**config.mk**
```make
export PLATFORM = sky130hd
export DESIGN_NAME = wo_issue_gate
export DESIGN_NICKNAME = d
export VERILOG_FILES = /design/src/rtl/wo_issue_gate.sv
export SDC_FILE = /design/constraint.sdc
export NUM_CORES = 1
export LEC_CHECK = 0
export ABC_AREA = 1
export BUFFER_PORTS_ARGS = -buffer_cell sky130_fd_sc_hd__buf_4
export CAP_MARGIN = 20
export CORE_MARGIN = 4
export CORE_UTILIZATION = 27
export CTS_BUF_LIST = sky130_fd_sc_hd__clkbuf_2
export DETAILED_ROUTE_END_ITERATION = 16
export HOLD_SLACK_MARGIN = 0.08
export PLACE_DENSITY = 0.66
export SLEW_MARGIN = 20
export SYNTH_ARGS = -nofsm -noshare
export SYNTH_HDL_FRONTEND = slang
export SYNTH_SLANG_ARGS = --single-unit
```
**constraint.sdc**
```tcl
create_clock -name clk -period 4.55 [get_ports clk]
set_clock_uncertainty 0.2 [all_clocks]
set_input_delay 0.2275 -clock clk [delete_from_list [all_inputs] [get_ports clk]]
set_output_delay 0.2275 -clock clk [all_outputs]
set_load 0.02 [all_outputs]
```
**src/rtl/wo_issue_gate.sv**
```systemverilog
module wo_issue_gate #(
  parameter int PAYLOAD_W = 32,
  parameter int MAX_OUT   = 15
) (
  input  logic                 clk,
  input  logic                 rst_n,
  input  logic                 req_valid,
  input  logic                 req_sync,
  input  logic [PAYLOAD_W-1:0] req_payload,
  output logic                 req_ready,
  output logic                 mem_valid,
  output logic                 mem_sync,
  output logic [PAYLOAD_W-1:0] mem_payload,
  input  logic                 mem_ready,
  input  logic                 cpl_valid,
  input  logic                 cpl_sync
);
  localparam int CW = $clog2(MAX_OUT + 1);
  localparam logic [CW-1:0] CMAX = CW'(MAX_OUT);

  logic [CW-1:0] out_cnt;
  logic          fence_busy;
  logic          allow, data_go, sync_go, data_done, sync_done;

  assign allow = !fence_busy && (req_sync ? (out_cnt == '0) : (out_cnt != CMAX));

  assign mem_valid   = req_valid && allow;
  assign mem_sync    = req_sync;
  assign mem_payload = req_payload;
  assign req_ready   = mem_ready && allow;

  assign data_go   = req_valid && req_ready && !req_sync;
  assign sync_go   = req_valid && req_ready && req_sync;
  assign data_done = cpl_valid && !cpl_sync && (out_cnt != '0);
  assign sync_done = cpl_valid && cpl_sync;

  always_ff @(posedge clk) begin
    if (!rst_n) begin
      out_cnt    <= '0;
      fence_busy <= 1'b0;
    end else begin
      if (data_go && !data_done)      out_cnt <= out_cnt + 1'b1;
      else if (!data_go && data_done) out_cnt <= out_cnt - 1'b1;
      if (sync_go)        fence_busy <= 1'b1;
      else if (sync_done) fence_busy <= 1'b0;
    end
  end

  a_r7_no_overflow: assert property (@(posedge clk) disable iff (!rst_n)
    out_cnt <= CMAX);

  a_r3_count_up: assert property (@(posedge clk) disable iff (!rst_n)
    (req_valid && req_ready && !req_sync && !cpl_valid) |=> out_cnt == $past(out_cnt) + 1'b1);

  a_r3_count_hold: assert property (@(posedge clk) disable iff (!rst_n)
    (!req_valid && !cpl_valid) |=> $stable(out_cnt));

  a_r5_fence_blocks_data: assert property (@(posedge clk) disable iff (!rst_n)
    (req_valid && req_ready && req_sync) |=> !(mem_valid && !mem_sync));

  a_r6_one_fence: assert property (@(posedge clk) disable iff (!rst_n)
    (req_valid && req_ready && req_sync) |=> !(req_valid && req_sync && req_ready));

  a_r2_pass_payload: assert property (@(posedge clk) disable iff (!rst_n)
    mem_valid |-> (mem_payload == req_payload && mem_sync == req_sync));

  a_r4_sync_after_drain: assert property (@(posedge clk) disable iff (!rst_n)
    (req_valid && req_ready && !req_sync) |=> !(mem_valid && mem_sync));
endmodule

```
=== Word-level counts from Yosys, hierarchy flattened ===
Index checks and enable logic that the tools add are counted.

* Logic and storage cells: 30
* Output and inout port bits: 35
* Register bits: 5
* Bits of input ports: 39

* Muxes and demuxes: 5
* $add $sub $neg: 2
* Eq/ne operators: 1
* Reductions and logical operators: 20

{| class="wikitable"
|+ Operators with widths
! kind !! count
|-
| logical AND 1 bit || 11
|-
| two-way mux 4 bit || 2
|-
| logical NOT 1 bit || 5
|-
| adder 4 x 1 -> 4 bit, second input constant || 1
|-
| logical NOT 4 bit || 1
|-
| inequality test 4 bit, second input constant || 1
|-
| nonzero test 2 bit || 2
|-
| nonzero test 4 bit || 1
|-
| subtractor 4 x 1 -> 4 bit, second input constant || 1
|-
| two-way mux 1 bit || 3
|}

=== Depth between registers and ports, before layout ===
Gate-level depths: netlist of the first run.

* Depth in word-level cells: 10
* Mapped depth: 15
* Mapped depth without buffers: 15

=== Worst setup path before layout of the first run ===
OpenSTA, ideal clock, no wires.

* Kind: register to register
* From: reg out_cnt[1]
* To: reg out_cnt[3]
* Slack: 2.360 ns
* Stages on the path, launching flop included: 14
* Setup time: 0.116 ns
* Arrival: 1.874 ns
* Cell sequence: dfxtp_1 nor2_1 a21oi_1 nor2_1 inv_1 nor4_2 ha_1 inv_1 ha_1 a21oi_1 nand2_1 xor2_1 nand2_1 a21oi_2

* Word-level cells in the longest chain between the ends: 9
* Elaborated cells between the ends (all ways): 18

{| class="wikitable"
|+ Ends and longest elaborated chain
! what !! line !! source
|-
| from (decl) || 21 || <nowiki>logic [CW-1:0] out_cnt;</nowiki>
|-
| from (signal assigned) || 42 || <nowiki>if (data_go && !data_done) out_cnt <= out_cnt + 1'b1;</nowiki>
|-
| from (signal assigned) || 43 || <nowiki>else if (!data_go && data_done) out_cnt <= out_cnt - 1'b1;</nowiki>
|-
| inequality test 4 bit or logical NOT 4 bit (tied branches) || 25 || <nowiki>assign allow = !fence_busy && (req_sync ? (out_cnt == '0) : (out_cnt != CMAX));</nowiki>
|-
| two-way mux 1 bit || 25 ||
|-
| logical AND 1 bit || 25 ||
|-
| logical AND 1 bit || 30 || <nowiki>assign req_ready = mem_ready && allow;</nowiki>
|-
| logical AND 1 bit (2 in a row) || 32 || <nowiki>assign data_go = req_valid && req_ready && !req_sync;</nowiki>
|-
| logical NOT 1 bit || 43 ||
|-
| logical AND 1 bit || 43 ||
|-
| nonzero test 2 bit (no line) || - ||
|}

Several ways; a longest one is shown, not always the timed one. The select of a mux whose other input is x is not followed.
A chain may end at the register's enable or synchronous reset.

=== Worst setup path in the final report of the first run ===
Same ends and word-level chain as after synthesis.

==> flow_metrics.tcl, run 1 <==
set metrics [dict create \
    ctsLongestPathBuffers 2 \
    maxSlewViolCount 0 \
    num-nets-final 114 \
    synth_common_cells "buf_4 (33), inv_1 (10), nand2_1 (10), nor2_1 (10), dfxtp_1 (5)" \
    crit_family "simple AND/OR/NAND/NOR gates" \
    start_util_pct 28.2 \
    async_reset_ff_share_pct 0 \
    cts.sinks 5 \
    ys.flop_type "dfxtp_1" \
    die_x_um 56.1 \
    cts_resized 0 \
    num_rows 17 \
    clock_tree.root_cell "clkbuf_2" \
    drv_cap 0 \
    grt-ovfl-total 0 \
    drive_above_1_share_pct 22.9 \
    die_height_um 56.1 \
    holdBufCountCts 3 \
    hpwl_um 791 \
    yosysMostFrequentCell "buf_4" \
    postCtsSetupBuffers 0 \
    critPathSlowestCell "dfxtp_1" \
    globalplace.congestion 0.756 \
    min_period_ns 2.45 \
    powerDensity_nw_per_um2 439 \
    arrival_ns 2.40 \
    worst_setup_path_end_kind "flop" \
    grt_pass1_vias 438 \
    io_pins 74 \
    start_kind "flop" \
    die-area_sq_um 3150 \
    final-hold-violation-count 0 \
    clk_pin_slew_ns 0.06 \
    netlist_top_cells_area "buf_4 (40%), dfxtp_1 (16%), ha_1 (6.0%), inv_1 (6.0%), nand2_1 (6.0%)" \
    dr_total_vias 396 \
    portBuffers 9 \
    synth_area_sq_um 624 \
    p_leak_nw 0.263 \
    clock.fmax_ghz 0.409 \
    syn2layout_area_growth_pct -15.2 \
    r2r_slack_ns 2.10 \
    route.detailed.drc 0 \
    grt_antenna_before_repair 0 \
    routedWlPerCell_um 10.0 \
    drtIter0Drc 1 \
    relSlewSlack_pct 85.2 \
    grt_first_pass_wirelength_um 1660 \
    fin_tns_setup_ns 0 \
    stdcell_count 98 \
    syn_inst 87 \
    wl_um 980 \
    ir_worst_vdd_mv 0.103 \
    path_buf_inv 2 \
    cp_cell_sequence "nor2_1, a21oi_1, nor2_1, inv_1, nor4_2, ha_1, inv_1, ha_1, a21oi_1, nand2_1, xor2_1, nand2_1, a21oi_2" \
    diodes 0 \
    netlist.area_leader.share_pct 39.7 \
    hp-class "input port to flop" \
    antenna_left 0 \
    synth-seq-cells 5 \
    h-tree-depth 1 \
    power_mw 0.233 \
    fin_crit_sh_pct 53.8 \
    cts_tree "built" \
    worst_slew_pin_slew_ns 0.221 \
    yosys.area.top_type "buf_4" \
    slowest_delay_ns 0.37 \
    crit_fanout 5 \
    synth_edf_count 0 \
    grt_max_degree 6 \
    viasPerCell 4.04 \
    critPathKind "flop to flop" \
    grt.total_usage_pct 6.50 \
    ys_types 17 \
    clk_latency_ns 0.22 \
    yosysWarnings 0 \
    cts-buffers-inserted 3 \
    place_inst 91 \
    syn_area_per_cell_sq_um 7.18 \
    ys_seq_area_share_pct 16.0 \
    dr.pass1.iters 3 \
    syn_nets 130 \
    crit_required_ns 4.50 \
    core-area_sq_um 2210 \
    utilization_pct 23.9 \
    run_status "finished, final reports clean" \
    finalSetupViolCount 0 \
    grt_setup_unrepaired "no" \
]
## layer usage
metal	vias to the layer above	GRT usage, %	wire [um]
li1	200	-	-
met1	178	5.50	354
met2	14	11.2	490
met3	4	2.78	125
met4	0	6.10	10
met5	-	0	0
## worst reg2reg max path, cell delays in order (launching register included)
cell and delay, ns:
dfxtp_1 0.37, nor2_1 0.15, a21oi_1 0.08, nor2_1 0.14
inv_1 0.09, nor4_2 0.16, ha_1 0.22, inv_1 0.09
ha_1 0.32, a21oi_1 0.13, nand2_1 0.07, xor2_1 0.15
nand2_1 0.09, a21oi_2 0.11
## layout make-up
type | instances | area, sq um
clock buffers | 4 | 20.0
flip-flops and latches | 5 | 100
inverters | 10 | 37.5
multi-input cells | 39 | 239
repair buffers | 12 | 97.6
fillers | 257 | 1680
well taps | 28 | 35.0
## flip-flops by register name (all words and copies together), names as in the netlist
| name | count |
|---|---|
| out_cnt | 4 |
| fence_busy | 1 |
## final timing paths
kind | from | end | depth (start not counted)
hold / removal | req_valid | fence_busy | 3
setup / recovery | out_cnt[1] | out_cnt[3] | 13
hold reg to reg | fence_busy | fence_busy | 2
setup reg to reg | out_cnt[1] | out_cnt[3] | 13
## power breakdown
| group | internal [mW] | switching [mW] | total (mW) | leakage (nW) |
|---|---|---|---|---|
| combinational | 0.0535 | 0.0648 | 0.118 | 0.205 |
| clock | 0.0233 | 0.0187 | 0.0419 | 0.0166 |
| sequential | 0.0557 | 0.0167 | 0.0723 | 0.0410 |
| total | 0.132 | 0.100 | 0.233 | 0.263 |
## stage by stage
stage                     cell area, sq um  setup WS [ns]  hold WS (ns)
after global placement                 479           2.18         0.255
final                                  529           2.10         0.115
after detailed placement               479           2.10         0.255
after CTS                              529           2.08        0.0985
after global routing                   529           1.81         0.116
after floorplan                        624           2.36         0.163
## kinds of logic after synthesis
| group | Yosys count | synth area share [%] |
|---|---|---|
| AND/OR/NAND/NOR | 25 | 18.0 |
| adder cells (fa/ha/maj) | 4 | 9.22 |
| flip-flops | 5 | 16.0 |
| XOR/XNOR | 4 | 5.61 |
| AO/OA/AOI/OAI | 6 | 5.41 |
| buffers and inverters | 43 | 45.7 |
## cell usage in the layout, fill, tap and decap left out
cell            n
buf_4           9
xor2_1          3
ha_1            3
clkbuf_2        4
xnor2_1         1
dfxtp_1         5
dlygate4sd3_1   3
nand3_1         1
nand4_1         1
nor4_2          1
inv_1          10
a21oi_1         3
nor2_2          1
o21ai_0         2
nand2_1        10
fa_1            1
nor2_1         10
a21oi_2         1
nand3b_1        1
(Power assumes the default switching activity.)
==> run 2, diff against run 1 <==
Settings changed: PLACE_DENSITY 0.66 to 0.68.
Clock period 4.55 ns to 2.1 ns, I/O delays scaled along.
==> run 2 against run 1 <==
The run now ends with setup timing left. Utilization is 22 points higher. Sequential share of layout area is 8.3 points lower. Design area is 92% higher. Routed wire length is 100% higher. Final cell count is 48% higher. Via count is 60% higher. Worst setup slack worse by 2.3 ns. Clock-buffer cell count stayed put. Global-route usage is 5.8 points higher. Sequential power is 120% higher. Largest power group unchanged.
==> flow_metrics.tcl, run 2 (synthesis gave the netlist of run 1 again) <==
set metrics [dict create \
    run_status "finished, violations left" \
    violations "setup timing" \
    start_util_pct 28.2 \
    final_common_cell "dlygate4sd3_1" \
    io_pins 74 \
    grt_pass1_vias 667 \
    worst_setup_path_end_kind "flop" \
    critPathMostFrequentCell "nand2_1" \
    swShare_pct 41.9 \
    min_period_ns 2.30 \
    syn2layout_area_growth_pct 62.7 \
    route.detailed.drc 0 \
    critPathKind "flop to flop" \
    portBuffers 9 \
    crit_family "simple AND/OR/NAND/NOR gates" \
    worst_slew_pin_slew_ns 0.264 \
    clock.fmax_ghz 0.434 \
    fin_ws_ns -0.203 \
    drv_cap 0 \
    ctsLongestPathBuffers 2 \
    dr_total_vias 633 \
    diodes 0 \
    utilization_pct 45.9 \
    top_register "out_cnt" \
    seqPwrFrac_pct 19.8 \
    clk_pin_slew_ns 0.06 \
    powerDensity_nw_per_um2 796 \
    p_leak_nw 0.472 \
    grt_max_degree 6 \
    h-tree-depth 1 \
    placed_area_sq_um 553 \
    grt_antenna_before_repair 0 \
    grt-ovfl-total 0 \
    grt.total_usage_pct 12.3 \
    combPwrFrac_pct 69.5 \
    arrival_ns 2.25 \
    layout_common_cells "dlygate4sd3_1 (37), buf_4 (22), nand2_1 (9), inv_1 (8), nor2_1 (8)" \
    globalplace.congestion 0.709 \
    die-area_sq_um 3150 \
    p_sw_mw 0.339 \
    cts.sinks 5 \
    pwr-share-clk_pct 10.7 \
    critPathSlowestCell "dfxtp_4" \
    crit_required_ns 2.04 \
    routedWlPerCell_um 13.7 \
    relSlewSlack_pct 82.4 \
    dr.pass1.iters 4 \
    final-hold-violation-count 0 \
    hp-class "input port to flop" \
    die_x_um 56.1 \
    cp_cell_sequence "nand2_2, inv_1, nand2_1, nand2_1, nor2_2, inv_2, nor4_4, ha_2, inv_4, ha_1, nand3_1, nand2_1, xor2_1, nand2_1, a21oi_2" \
    crit_fanout 4 \
    start_kind "flop" \
    die_height_um 56.1 \
    num-nets-final 161 \
    fin_crit_sh_pct 110 \
    drtIter0Drc 16 \
    wl_um 1990 \
    grt_first_pass_wirelength_um 3010 \
    core-area_sq_um 2210 \
    num-fill-cells 222 \
    finalSetupViolCount 3 \
    antenna_left 0 \
    largestRegisters "out_cnt (4), fence_busy (1)" \
    clk_latency_ns 0.21 \
    holdWs_ns 0.192 \
    viasPerCell 4.37 \
    clock_tree.root_cell "clkbuf_2" \
    grt_setup_unrepaired "yes" \
    cts_tree "built" \
    power_mw 0.809 \
    maxSlewViolCount 0 \
    cts-buffers-inserted 3 \
    drive_above_1_share_pct 35.0 \
    hpwl_um 943 \
    slowest_delay_ns 0.36 \
    p_int_mw 0.470 \
    ir_worst_vdd_mv 0.735 \
    largest_reg_flops 4 \
    path_buf_inv 3 \
    num_rows 17 \
    final_cell_area_sq_um 1020 \
]
run 2: worst paths after layout:
| kind | startpoint | endpoint | slack [ns] | depth (start not counted) |
|---|---|---|---|---|
| worst max-delay path | out_cnt[3] | out_cnt[3] | -0.20 | 15 |
| worst min-delay path | req_sync | fence_busy | 0.19 | 4 |
| worst max register to register | out_cnt[3] | out_cnt[3] | -0.20 | 15 |
| worst min register to register | fence_busy | fence_busy | 0.28 | 2 |
run 2: layout make-up:
cell class | instances | area [sq um] | share of cell area (%)
flip-flops and latches | 5 | 108 | 10.6
inverters | 10 | 40.0 | 3.94
multi-input cells | 39 | 278 | 27.3
clock buffers | 4 | 20.0 | 1.97
well taps | 28 | 35.0 | 3.45
repair buffers | 59 | 536 | 52.7
run 2: per-layer routing:
metal	routed length [um]	global-route usage, %	part of all wire, %
met3	200	4.41	10
met5	0	0	0
met1	592	11.5	30
met2	1090	22.5	55
met4	104	7.12	5.2
run 2: metrics by stage:
| step | std cells | TNS [ns] | setup slack, ns |
|---|---|---|---|
| global placement | 98 | -0.300 | -0.123 |
| finish | 145 | -0.421 | -0.203 |
| floorplan | 87 | 0 | 0.00946 |
| global route | 145 | -0.860 | -0.367 |
| detailed placement | 98 | -0.439 | -0.188 |
| CTS | 144 | -0.481 | -0.203 |
run 2: what timing repair did:
item	4_1_cts	5_1_grt
gates resized for setup	1	9
hold buffers	37	0
hold endpoints to repair	36	0
setup endpoints to repair	3	3
pin swaps	1	1
buffers inserted	5	1
run 2: worst reg2reg max path, cell delays in order (launching register included):
cell	delay, ns
dfxtp_4	0.36
nand2_2	0.07
inv_1	0.03
nand2_1	0.05
nand2_1	0.06
nor2_2	0.16
inv_2	0.07
nor4_4	0.14
ha_2	0.25
inv_4	0.05
ha_1	0.27
nand3_1	0.07
nand2_1	0.08
xor2_1	0.17
nand2_1	0.08
a21oi_2	0.11
run 2: power groups by stage:
stage	clock (mW)	combinational (mW)	sequential (mW)
floorplan	0	0.292	0.160
global placement	0	0.333	0.150
detailed placement	0	0.349	0.150
CTS	0.0939	0.514	0.149
global route	0.0988	0.611	0.164
finish	0.0869	0.562	0.160
